File: config.mk
export PLATFORM = sky130hd
export DESIGN_NAME = mseq_core
export DESIGN_NICKNAME = d
export VERILOG_FILES = /design/src/rtl/mseq_pkg.sv /design/src/rtl/mseq_alu.sv /design/src/rtl/mseq_regs.sv /design/src/rtl/mseq_core.sv
export SDC_FILE = /design/constraint.sdc
export NUM_CORES = 2
export LEC_CHECK = 0
export ABC_AREA = 1
export CORE_UTILIZATION = 58
export DETAILED_ROUTE_END_ITERATION = 12
export GPL_TIMING_DRIVEN = 0
export PLACE_DENSITY = 0.85
export RECOVER_POWER = 50
export SLEW_MARGIN = 5
export SYNTH_ARGS = -nofsm -noshare
export SYNTH_HDL_FRONTEND = slang
export SYNTH_HIERARCHICAL = 1
export SYNTH_SLANG_ARGS = --single-unit
File: constraint.sdc
create_clock -name clk -period 5.9 [get_ports clk]
set_input_delay 1.18 -clock clk [delete_from_list [all_inputs] [get_ports clk]]
set_output_delay 1.18 -clock clk [all_outputs]
set_load 0.005 [all_outputs]
File: src/rtl/mseq_pkg.sv
`timescale 1ns/1ps
package mseq_pkg;
   localparam int WORD_W = 32;
   localparam int MA_W   = 12;
   localparam int INC_W  = 6;
   localparam int NREG   = 8;

   typedef enum logic [2:0] {
      OP_REG   = 3'd0,
      OP_ADDI  = 3'd1,
      OP_BFINS = 3'd2,
      OP_BFXA  = 3'd3,
      OP_BFXB  = 3'd4,
      OP_RSV5  = 3'd5,
      OP_RSV6  = 3'd6,
      OP_BRAN  = 3'd7
   } op_e;

   typedef enum logic [2:0] {
      AM_POP       = 3'd0,
      AM_MOV       = 3'd1,
      AM_MOV_MA    = 3'd2,
      AM_POP_EMIT  = 3'd3,
      AM_MOV_EMIT  = 3'd4,
      AM_POP_MA    = 3'd5,
      AM_MA_EPOP   = 3'd6,
      AM_MA_EHIGH  = 3'd7
   } asg_e;

   localparam logic [4:0] SUB_ADD  = 5'd0;
   localparam logic [4:0] SUB_ADC  = 5'd1;
   localparam logic [4:0] SUB_SUB  = 5'd2;
   localparam logic [4:0] SUB_SBB  = 5'd3;
   localparam logic [4:0] SUB_XOR  = 5'd8;
   localparam logic [4:0] SUB_OR   = 5'd9;
   localparam logic [4:0] SUB_AND  = 5'd10;
   localparam logic [4:0] SUB_ANDN = 5'd11;
   localparam logic [4:0] SUB_NAND = 5'd12;
endpackage

File: src/rtl/mseq_alu.sv
`timescale 1ns/1ps
module mseq_alu #(
   parameter int  W            = 32,
   parameter bit  HAS_BITFIELD = 1'b1
) (
   input  logic [2:0]   op,
   input  logic [4:0]   subop,
   input  logic [4:0]   bf_sb,
   input  logic [4:0]   bf_sz,
   input  logic [4:0]   bf_db,
   input  logic [W-1:0] a,
   input  logic [W-1:0] b,
   input  logic [W-1:0] imm,
   input  logic         carry_in,
   output logic [W-1:0] result,
   output logic         carry_out,
   output logic         carry_we
);
   import mseq_pkg::*;

   logic [W:0]   wide;
   logic [W-1:0] reg_res;
   logic [W-1:0] bf_res;

   always_comb begin
      wide      = '0;
      reg_res   = '0;
      carry_out = 1'b0;
      carry_we  = 1'b0;
      case (subop)
         SUB_ADD: begin
            wide = {1'b0, a} + {1'b0, b};
            reg_res = wide[W-1:0]; carry_out = wide[W]; carry_we = 1'b1;
         end
         SUB_ADC: begin
            wide = {1'b0, a} + {1'b0, b} + {{W{1'b0}}, carry_in};
            reg_res = wide[W-1:0]; carry_out = wide[W]; carry_we = 1'b1;
         end
         SUB_SUB: begin
            wide = {1'b0, a} - {1'b0, b};
            reg_res = wide[W-1:0]; carry_out = ~wide[W]; carry_we = 1'b1;
         end
         SUB_SBB: begin
            wide = {1'b0, a} - {1'b0, b} - {{W{1'b0}}, ~carry_in};
            reg_res = wide[W-1:0]; carry_out = ~wide[W]; carry_we = 1'b1;
         end
         SUB_XOR:  reg_res = a ^ b;
         SUB_OR:   reg_res = a | b;
         SUB_AND:  reg_res = a & b;
         SUB_ANDN: reg_res = a & ~b;
         SUB_NAND: reg_res = ~(a & b);
         default:  reg_res = '0;
      endcase
      if (op != OP_REG) carry_we = 1'b0;
   end

   generate
      if (HAS_BITFIELD) begin : g_bf
         logic [W-1:0] mask;
         always_comb begin
            mask = (W'(1) << bf_sz) - W'(1);
            case (op)
               OP_BFINS: bf_res = (((b >> bf_sb) & mask) << bf_db) | (a & ~(mask << bf_db));
               OP_BFXA:  bf_res = ((b >> a[4:0]) & mask) << bf_db;
               OP_BFXB:  bf_res = ((b >> bf_sb) & mask) << a[4:0];
               default:  bf_res = '0;
            endcase
         end
      end else begin : g_nobf
         assign bf_res = '0;
      end
   endgenerate

   always_comb begin
      case (op)
         OP_REG:                     result = reg_res;
         OP_ADDI:                    result = a + imm;
         OP_BFINS, OP_BFXA, OP_BFXB: result = bf_res;
         default:                    result = '0;
      endcase
   end
endmodule

File: src/rtl/mseq_regs.sv
`timescale 1ns/1ps
module mseq_regs #(
   parameter int NREG = 8,
   parameter int W    = 32
) (
   input  logic                    clk,
   input  logic                    rst_n,
   input  logic                    clr,
   input  logic [W-1:0]            init_r1,
   input  logic                    we,
   input  logic [$clog2(NREG)-1:0] waddr,
   input  logic [W-1:0]            wdata,
   input  logic [$clog2(NREG)-1:0] ra,
   input  logic [$clog2(NREG)-1:0] rb,
   output logic [W-1:0]            qa,
   output logic [W-1:0]            qb
);
   localparam int IW = $clog2(NREG);

   logic [W-1:0] q [NREG];

   generate
      for (genvar i = 0; i < NREG; i++) begin : g_reg
         if (i == 0) begin : g_zero
            assign q[i] = '0;
         end else begin : g_flop
            logic [W-1:0] r;
            always_ff @(posedge clk or negedge rst_n) begin
               if (!rst_n)                          r <= '0;
               else if (clr)                        r <= (i == 1) ? init_r1 : '0;
               else if (we && waddr == IW'(i))      r <= wdata;
            end
            assign q[i] = r;
         end
      end
   endgenerate

   assign qa = q[ra];
   assign qb = q[rb];
endmodule

File: src/rtl/mseq_core.sv
`timescale 1ns/1ps
module mseq_core #(
   parameter int IADDR_W      = 16,
   parameter bit HAS_BITFIELD = 1'b1
) (
   input  logic               clk,
   input  logic               rst_n,
   input  logic               start,
   input  logic [IADDR_W-1:0] start_addr,
   input  logic [31:0]        start_param,
   output logic               busy,
   output logic               done,
   output logic               imem_rd,
   output logic [IADDR_W-1:0] imem_addr,
   input  logic [31:0]        imem_rdata,
   input  logic               param_valid,
   output logic               param_ready,
   input  logic [31:0]        param_data,
   output logic               out_valid,
   input  logic               out_ready,
   output logic [11:0]        out_addr,
   output logic [31:0]        out_data
);
   import mseq_pkg::*;

   localparam int RIW = $clog2(NREG);
   localparam logic [IADDR_W-1:0] STEP = IADDR_W'(4);

   generate
      if (IADDR_W < 4 || IADDR_W > 32) begin : g_bad_iaddr
         $error("mseq_core: IADDR_W must lie in 4..32");
      end
   endgenerate

   typedef enum logic [1:0] {ST_IDLE, ST_REQ, ST_LOAD, ST_EXEC} st_e;

   st_e                state;
   logic [IADDR_W-1:0] fetch_pc, pipe_addr, cur_addr;
   logic [31:0]        pipe, opc;
   logic               drop_next, last_pass;
   logic [MA_W-1:0]    maddr;
   logic [INC_W-1:0]   minc;
   logic               carry;

   op_e         op;
   asg_e        asg;
   logic        is_br, br_taken, need_pop, need_emit, load_ma, wr_pop, fire, in_exec;
   logic [31:0] imm32, br_off, ra_val, rb_val, alu_res;
   logic        c_out, c_we;
   logic [MA_W-1:0]  emit_addr;
   logic [INC_W-1:0] emit_inc;
   logic             start_go;

   logic unused_bits;
   assign unused_bits = ^{opc[3], start_addr[1:0]};

   assign op       = op_e'(opc[2:0]);
   assign asg      = asg_e'(opc[6:4]);
   assign is_br    = (op == OP_BRAN);
   assign imm32    = {{14{opc[31]}}, opc[31:14]};
   assign br_off   = {imm32[29:0], 2'b00};
   assign in_exec  = (state == ST_EXEC);
   assign start_go = (state == ST_IDLE) && start;

   assign br_taken  = is_br && (opc[4] ? (ra_val != '0) : (ra_val == '0));
   assign need_pop  = !is_br && (asg inside {AM_POP, AM_POP_EMIT, AM_POP_MA, AM_MA_EPOP});
   assign need_emit = !is_br && (asg inside {AM_POP_EMIT, AM_MOV_EMIT, AM_MA_EPOP, AM_MA_EHIGH});
   assign load_ma   = !is_br && (asg inside {AM_MOV_MA, AM_POP_MA, AM_MA_EPOP, AM_MA_EHIGH});
   assign wr_pop    = asg inside {AM_POP, AM_POP_EMIT, AM_POP_MA};

   assign fire        = in_exec && (!need_pop || param_valid) && (!need_emit || out_ready);
   assign param_ready = in_exec && need_pop && (!need_emit || out_ready);
   assign out_valid   = in_exec && need_emit && (!need_pop || param_valid);

   assign emit_addr = load_ma ? alu_res[MA_W-1:0] : maddr;
   assign emit_inc  = load_ma ? alu_res[MA_W+INC_W-1:MA_W] : minc;
   assign out_addr  = emit_addr;

   always_comb begin
      case (asg)
         AM_MA_EPOP:  out_data = param_data;
         AM_MA_EHIGH: out_data = {{(32-INC_W){1'b0}}, alu_res[MA_W+INC_W-1:MA_W]};
         default:     out_data = alu_res;
      endcase
   end

   assign busy      = (state != ST_IDLE);
   assign imem_rd   = (state == ST_REQ);
   assign imem_addr = fetch_pc;

   mseq_regs #(.NREG(NREG), .W(WORD_W)) u_regs (
      .clk     (clk),
      .rst_n   (rst_n),
      .clr     (start_go),
      .init_r1 (start_param),
      .we      (fire && !is_br),
      .waddr   (opc[8 +: RIW]),
      .wdata   (wr_pop ? param_data : alu_res),
      .ra      (opc[11 +: RIW]),
      .rb      (opc[14 +: RIW]),
      .qa      (ra_val),
      .qb      (rb_val)
   );

   mseq_alu #(.W(WORD_W), .HAS_BITFIELD(HAS_BITFIELD)) u_alu (
      .op        (opc[2:0]),
      .subop     (opc[21:17]),
      .bf_sb     (opc[21:17]),
      .bf_sz     (opc[26:22]),
      .bf_db     (opc[31:27]),
      .a         (ra_val),
      .b         (rb_val),
      .imm       (imm32),
      .carry_in  (carry),
      .result    (alu_res),
      .carry_out (c_out),
      .carry_we  (c_we)
   );

   always_ff @(posedge clk or negedge rst_n) begin
      if (!rst_n) begin
         state     <= ST_IDLE;
         fetch_pc  <= '0;
         pipe_addr <= '0;
         cur_addr  <= '0;
         pipe      <= '0;
         opc       <= '0;
         drop_next <= 1'b0;
         last_pass <= 1'b0;
         maddr     <= '0;
         minc      <= '0;
         carry     <= 1'b0;
         done      <= 1'b0;
      end else begin
         done <= 1'b0;
         case (state)
            ST_IDLE: begin
               if (start) begin
                  fetch_pc  <= {start_addr[IADDR_W-1:2], 2'b00};
                  drop_next <= 1'b1;
                  last_pass <= 1'b0;
                  maddr     <= '0;
                  minc      <= '0;
                  carry     <= 1'b0;
                  state     <= ST_REQ;
               end
            end
            ST_REQ: state <= ST_LOAD;
            ST_LOAD: begin
               opc       <= pipe;
               cur_addr  <= pipe_addr;
               pipe      <= imem_rdata;
               pipe_addr <= fetch_pc;
               fetch_pc  <= fetch_pc + STEP;
               if (drop_next) begin
                  drop_next <= 1'b0;
                  state     <= ST_REQ;
               end else begin
                  state <= ST_EXEC;
               end
            end
            ST_EXEC: begin
               if (fire) begin
                  if (c_we) carry <= c_out;
                  if (need_emit)    maddr <= emit_addr + MA_W'(emit_inc);
                  else if (load_ma) maddr <= alu_res[MA_W-1:0];
                  if (load_ma) minc <= emit_inc;
                  if (br_taken) begin
                     fetch_pc  <= cur_addr + br_off[IADDR_W-1:0];
                     drop_next <= opc[5];
                  end
                  if (last_pass) begin
                     state <= ST_IDLE;
                     done  <= 1'b1;
                  end else begin
                     if (opc[7] && !br_taken) last_pass <= 1'b1;
                     state <= ST_REQ;
                  end
               end
            end
            default: state <= ST_IDLE;
         endcase
      end
   end
endmodule

==> results by group, run 1 <==
Clock tree
  – Clock sink total: 358
  – Cts bufs inserted: 40
  – Clk buf depth: 3
  – H-tree depth: 2
  – Clock root buffer master: clkbuf_16

Floorplanning
  – Die H: between 200 and 300 microns
  – Row Count: around 100
  – Ports: 182
  – Starting Density: 58.7%
  – Die Width: 279 microns

Synthesis
  – Post-synthesis xor/xnor area fraction: 1.03%
  – Share of synthesized registers carrying an async set or reset: 100%
  – Sequential area share after synthesis: roughly 20%
  – Post-synthesis compound-gate area fraction: 11.5%
  – Mux cell area share after synthesis: 0.0224%
  – Syn avg cell area: 5.56 sq um
  – Post-synthesis simple-gate area fraction: 51.3%
  – Syn Inst Count: 8,038
  – Synth Register Bits: 358
  – Adder-cell share of the synthesized area: 4.61%
  – Post-synth EDFFs: 0
  – Synth unique cells: 70
  – Main flop type after synthesis: dfrtp_1
  – Mapped Area: about 0.045 sq mm
  – Combinational family with the most area after synthesis: simple AND/OR/NAND/NOR gates
  – Syn_nets: between 8,000 and 9,000
  – Yosys warning count: 6

Global routing
  – Congestion Overflow GR: 357
  – Largest net degree at the start of global routing: 118
  – All-Layer GR Usage: 79.8%

Place
  – Post-DP HPWL: 188,000 microns
  – Buffers on Ports: approximately 180
  – Placer congestion estimate: 1.29
  – DP Area: 0.0478 sq mm

Outcome
  – Status: did not finish
  – Last stage: global routing (5_1_grt)
  – Error: [ERROR GRT-0232] Routing congestion too high. Check the congestion heatmap in the GUI.
layer usage:
metal / overflow / global-route usage (%)
met5: 1 / 45.3
met4: 131 / 72.3
met3: 19 / 67.6
met2: 193 / 92.1
met1: 13 / 83.0
per-stage QoR:
stage               instances  setup WS (ps)  hold WS [ps]  setup TNS [ps]  util, %
CTS                      9596           -763           474          -23520     72.6
floorplan                8038           29.6           437               0        -
detailed placement       9249          -3380           458         -575470     62.8
global placement         9246         -11660           454        -4690330     62.7
kinds of logic after synthesis:
logic type	Yosys count
xor gates and xnor gates	39
AOI/OAI and AO/OA	914
buffers and inverters	1267
and+or+nand+nor	5297
muxes	1
adders and majority gates	162
DFF	358
Yosys cell counts (12+ instances only):
cell type | count | share of area, %
a21boi_0 | 29 | 0.49
a21oi_1 | 215 | 2.4
buf_1 | 75 | 0.63
buf_2 | 99 | 1.1
buf_4 | 28 | 0.47
clkbuf_1 | 204 | 1.7
dfrtp_1 | 358 | 20
ha_1 | 158 | 4.4
inv_1 | 800 | 6.7
inv_2 | 31 | 0.26
nand2_1 | 3031 | 25
nand2_2 | 48 | 0.67
nand3_1 | 1430 | 16
nand3_2 | 15 | 0.34
nand3b_1 | 13 | 0.22
nand4_1 | 194 | 2.7
nor2_1 | 431 | 3.6
nor2_2 | 42 | 0.59
nor2_4 | 19 | 0.48
nor3_1 | 34 | 0.38
o211ai_1 | 28 | 0.47
o21ai_0 | 443 | 5.0
o21ai_1 | 40 | 0.45
o221ai_1 | 28 | 0.55
o22ai_1 | 50 | 0.70
xnor2_1 | 12 | 0.24
xor2_1 | 16 | 0.31
timing repair:
item,4_1_cts
gates cloned,2
pin swaps,280
hold buffers,0
resized for setup,1242
setup buffers,276
setup endpoints to repair,287
==> run 2, diff against run 1 <==
- CORE_UTILIZATION: 58 -> 40
- PLACE_DENSITY: 0.85 -> unset
- PLACE_DENSITY_LB_ADDON: unset -> 0.15
- clock period: 5.9 -> 7.67 ns (I/O delays scaled with it)
==> results by group, run 2 <==
Critical path
  – Critical Path RT: 6140 ps
  – CP top delay family: simple AND/OR/NAND/NOR gates
  – Worst reg2reg endpoint: u_regs/g_reg[1].g_flop.r[17]
  – Setup slack, reg-to-reg: 800 ps
  – CP max-delay cell: dfrtp_4
  – Worst Setup Start Kind: register
  – Max FO, Critical Path: 10
  – CP most frequent cell: nand2_1
  – CP Launch Point: opc[15]
  – Crit path DAT: 6300 ps
  – R2R cell count: 26
  – WP buf/inv: 5
  – Worst reg2reg path startpoint: opc[15]
  – Crit path kind: register to output port
  – CP peak stage delay: 560 ps
  – Worst Setup End Kind: output port

Timing
  – Tcrit/Tclk final: 102%
  – Final Hold Fails: 0
  – Worst-margin pin slew: just under 5000 ps
  – Tmin final: 7830 ps
  – Slew headroom: -220%
  – Setup WS post-layout: -159 ps
  – Final Setup Violations: 10
  – Worst Skew: 50.3 ps
  – Unrepaired setup endpoints after global routing: true
  – Maximum clock frequency: 0.128 GHz
  – Slew Limit Fails: 99

Detailed routing
  – DRC errors left: 0
  – Final ANT Viol Nets: 0
  – Via/cell ratio: 6.21
  – Pre-Repair DR Iteration Count: 8
  – WL/cell: between 20 and 30 microns
  – Routed via count: a little over 60,000
  – Initial DRC Count: a little over 10,000
  – DRT Wirelength: ~280,000 microns

Synthesis
  – Cell with the most instances after synthesis: nand2_1
  – Post-synth EDFFs: 0
  – Dominant cells by area after synthesis: nand2_1, dfrtp_1, nand3_1
  – Synth cell count leaders: nand2_1, nand3_1, inv_1
  – Share of synthesized registers carrying an async set or reset: 100%
  – Sequential area share after synthesis: 20.1%
  – Main flop type after synthesis: dfrtp_1
  – Syn avg cell area: 5.56 sq um
  – Synth unique cells: 70
  – Yosys top cell area share: 25.5%
  – Mapped Area: 0.0447 sq mm
  – Yosys warning count: 6
  – Area leader, netlist: nand2_1
  – Syn Inst Count: 8,038
  – Syn_nets: 8,317
  – Synth Register Bits: 358

Floorplanning
  – Row Count: 122
  – Starting Density: 40.3%
  – Die area: around 0.11 sq mm
  – Die H: about 340 microns
  – Core Box Area: 0.111 sq mm
  – Ports: 182
  – Die Width: 336 microns

Global routing
  – Met3 Use GR: 17.6%
  – Global-route wire length before repair: 390,000 microns
  – GRT Max-Usage Layer: met2
  – Met2 Resource Use GR: 67.4%
  – Antenna violations before repair: 21
  – All-Layer GR Usage: about half
  – Number of global-route vias before repair: between 50,000 and 60,000
  – Met1 global-route usage: 62.5%
  – Congestion Overflow GR: 0
  – Largest net degree at the start of global routing: 101

Clock tree
  – Cts bufs inserted: 38
  – Clk buf depth: 3
  – Worst skew pair latency: 610 ps
  – H-tree depth: 2
  – Clock sink total: 358
  – Clock root buffer master: clkbuf_16
  – CTS tree: built
  – Post-CTS Hold Buffers: 0
  – Clock transition at path regs: approximately 60 ps

Cells and area
  – Most common cell after layout, fill and taps aside: nand2_1
  – Largest registers: u_regs/g.g_flop.r (224), opc (31), pipe (31)
  – Layout Area Growth over Synthesis: 20.2%
  – Largest Register: u_regs/g.g_flop.r
  – Fin util: between 40 and 50%
  – Nets@finish: a little under 9,000
  – Max FFs per register: roughly 220
  – Share of cells above drive strength 1: between 10% and 20%
  – Commonest non-fill, non-tap cells in the layout: nand2_1, nand3_1, inv_1

Place
  – Post-DP HPWL: 225,000 microns
  – Placer congestion estimate: 1.25
  – Buffers on Ports: between 150 and 200

Worst hold path
  – Hold_sp: pipe[21]
  – Worst Hold End: pipe[21]
  – Hold path cells: 2
  – Worst Hold Class: register to register

Outcome
  – Status: complete, but fails checks
  – Failing checks: capacitance limit, slew limit, setup timing

Job
  – Max Cap Viol: 3
run 2: final cells by class:
type | instances | area (sq um)
Sequential cell | 358 | 8970
Timing Repair Buffer | 312 | 2910
Multi-Input combinational cell | 6413 | 33100
Fill cell | 11874 | 57000
Antenna cell | 6 | 15.0
Buffer | 425 | 2320
Inverter | 840 | 3230
Clock inverter | 16 | 196
Tap cell | 1488 | 1860
Clock buffer | 54 | 1120
run 2: what timing repair did:
| action | in CTS | in global routing |
|---|---|---|
| gates cloned | 0 | 0 |
| endpoints found under the hold margin | 0 | 0 |
| buffers inserted | 70 | 60 |
| pin swaps | 60 | 79 |
| setup endpoints to repair | 266 | 44 |
| resized for setup | 551 | 293 |
run 2: worst max path at each step:
| stage | to | depth (start not counted) |
|---|---|---|
| finish | out_data[30] | 25 |
| global placement | u_regs/g_reg[4].g_flop.r[9] | 1 |
| CTS | out_data[15] | 36 |
| floorplan | out_addr[9] | 30 |
| detailed placement | out_addr[9] | 29 |
| global route | out_data[23] | 37 |
run 2: tightest hold or removal path, stage by stage (launching register included):
cell	delay [ps]
dfrtp_1	350
nand2_1	50
nand2_1	40
run 2: layer usage:
| layer | vias up | part of all wire (%) |
|---|---|---|
| li1 | 26940 | - |
| met1 | 28880 | 38 |
| met2 | 4708 | 39 |
| met3 | 984 | 15 |
| met4 | 18 | 7.5 |
| met5 | - | 0.047 |
run 2: logic make-up (layout without fill, tap and decap cells):
| family | after synthesis | in the layout | share of synthesized area (%) |
|---|---|---|---|
| fa+ha+maj | 162 | 162 | 4.61 |
| other cells | 0 | 6 | 0 |
| compound gates | 914 | 914 | 11.5 |
| flops | 358 | 358 | 20.1 |
| simple gates | 5297 | 5297 | 51.3 |
| xor+xnor | 39 | 39 | 1.03 |
| buf+inv | 1267 | 1647 | 11.4 |
| mux | 1 | 1 | 0.0224 |
run 2: stage by stage:
stage          instance area [sq um]  instances  hold WS [ps]   TNS, ps  setup WS [ps]
2_1_floorplan                  44700       8038           437         0           1410
3_3_place_gp                   48300       9704           453  -4224080         -10900
3_5_place_dp                   48400       9708           459   -365370          -3350
4_1_cts                        52200       9847           473     -18.8          -13.6
5_1_grt                        53700       9907           490      -402           -147
6_report                       53700       9912           473      -759           -159
Power of run 2 is left out: the tool's default activity adds up to more than one toggle a clock period on the data nets, which glitch-free logic cannot reach.
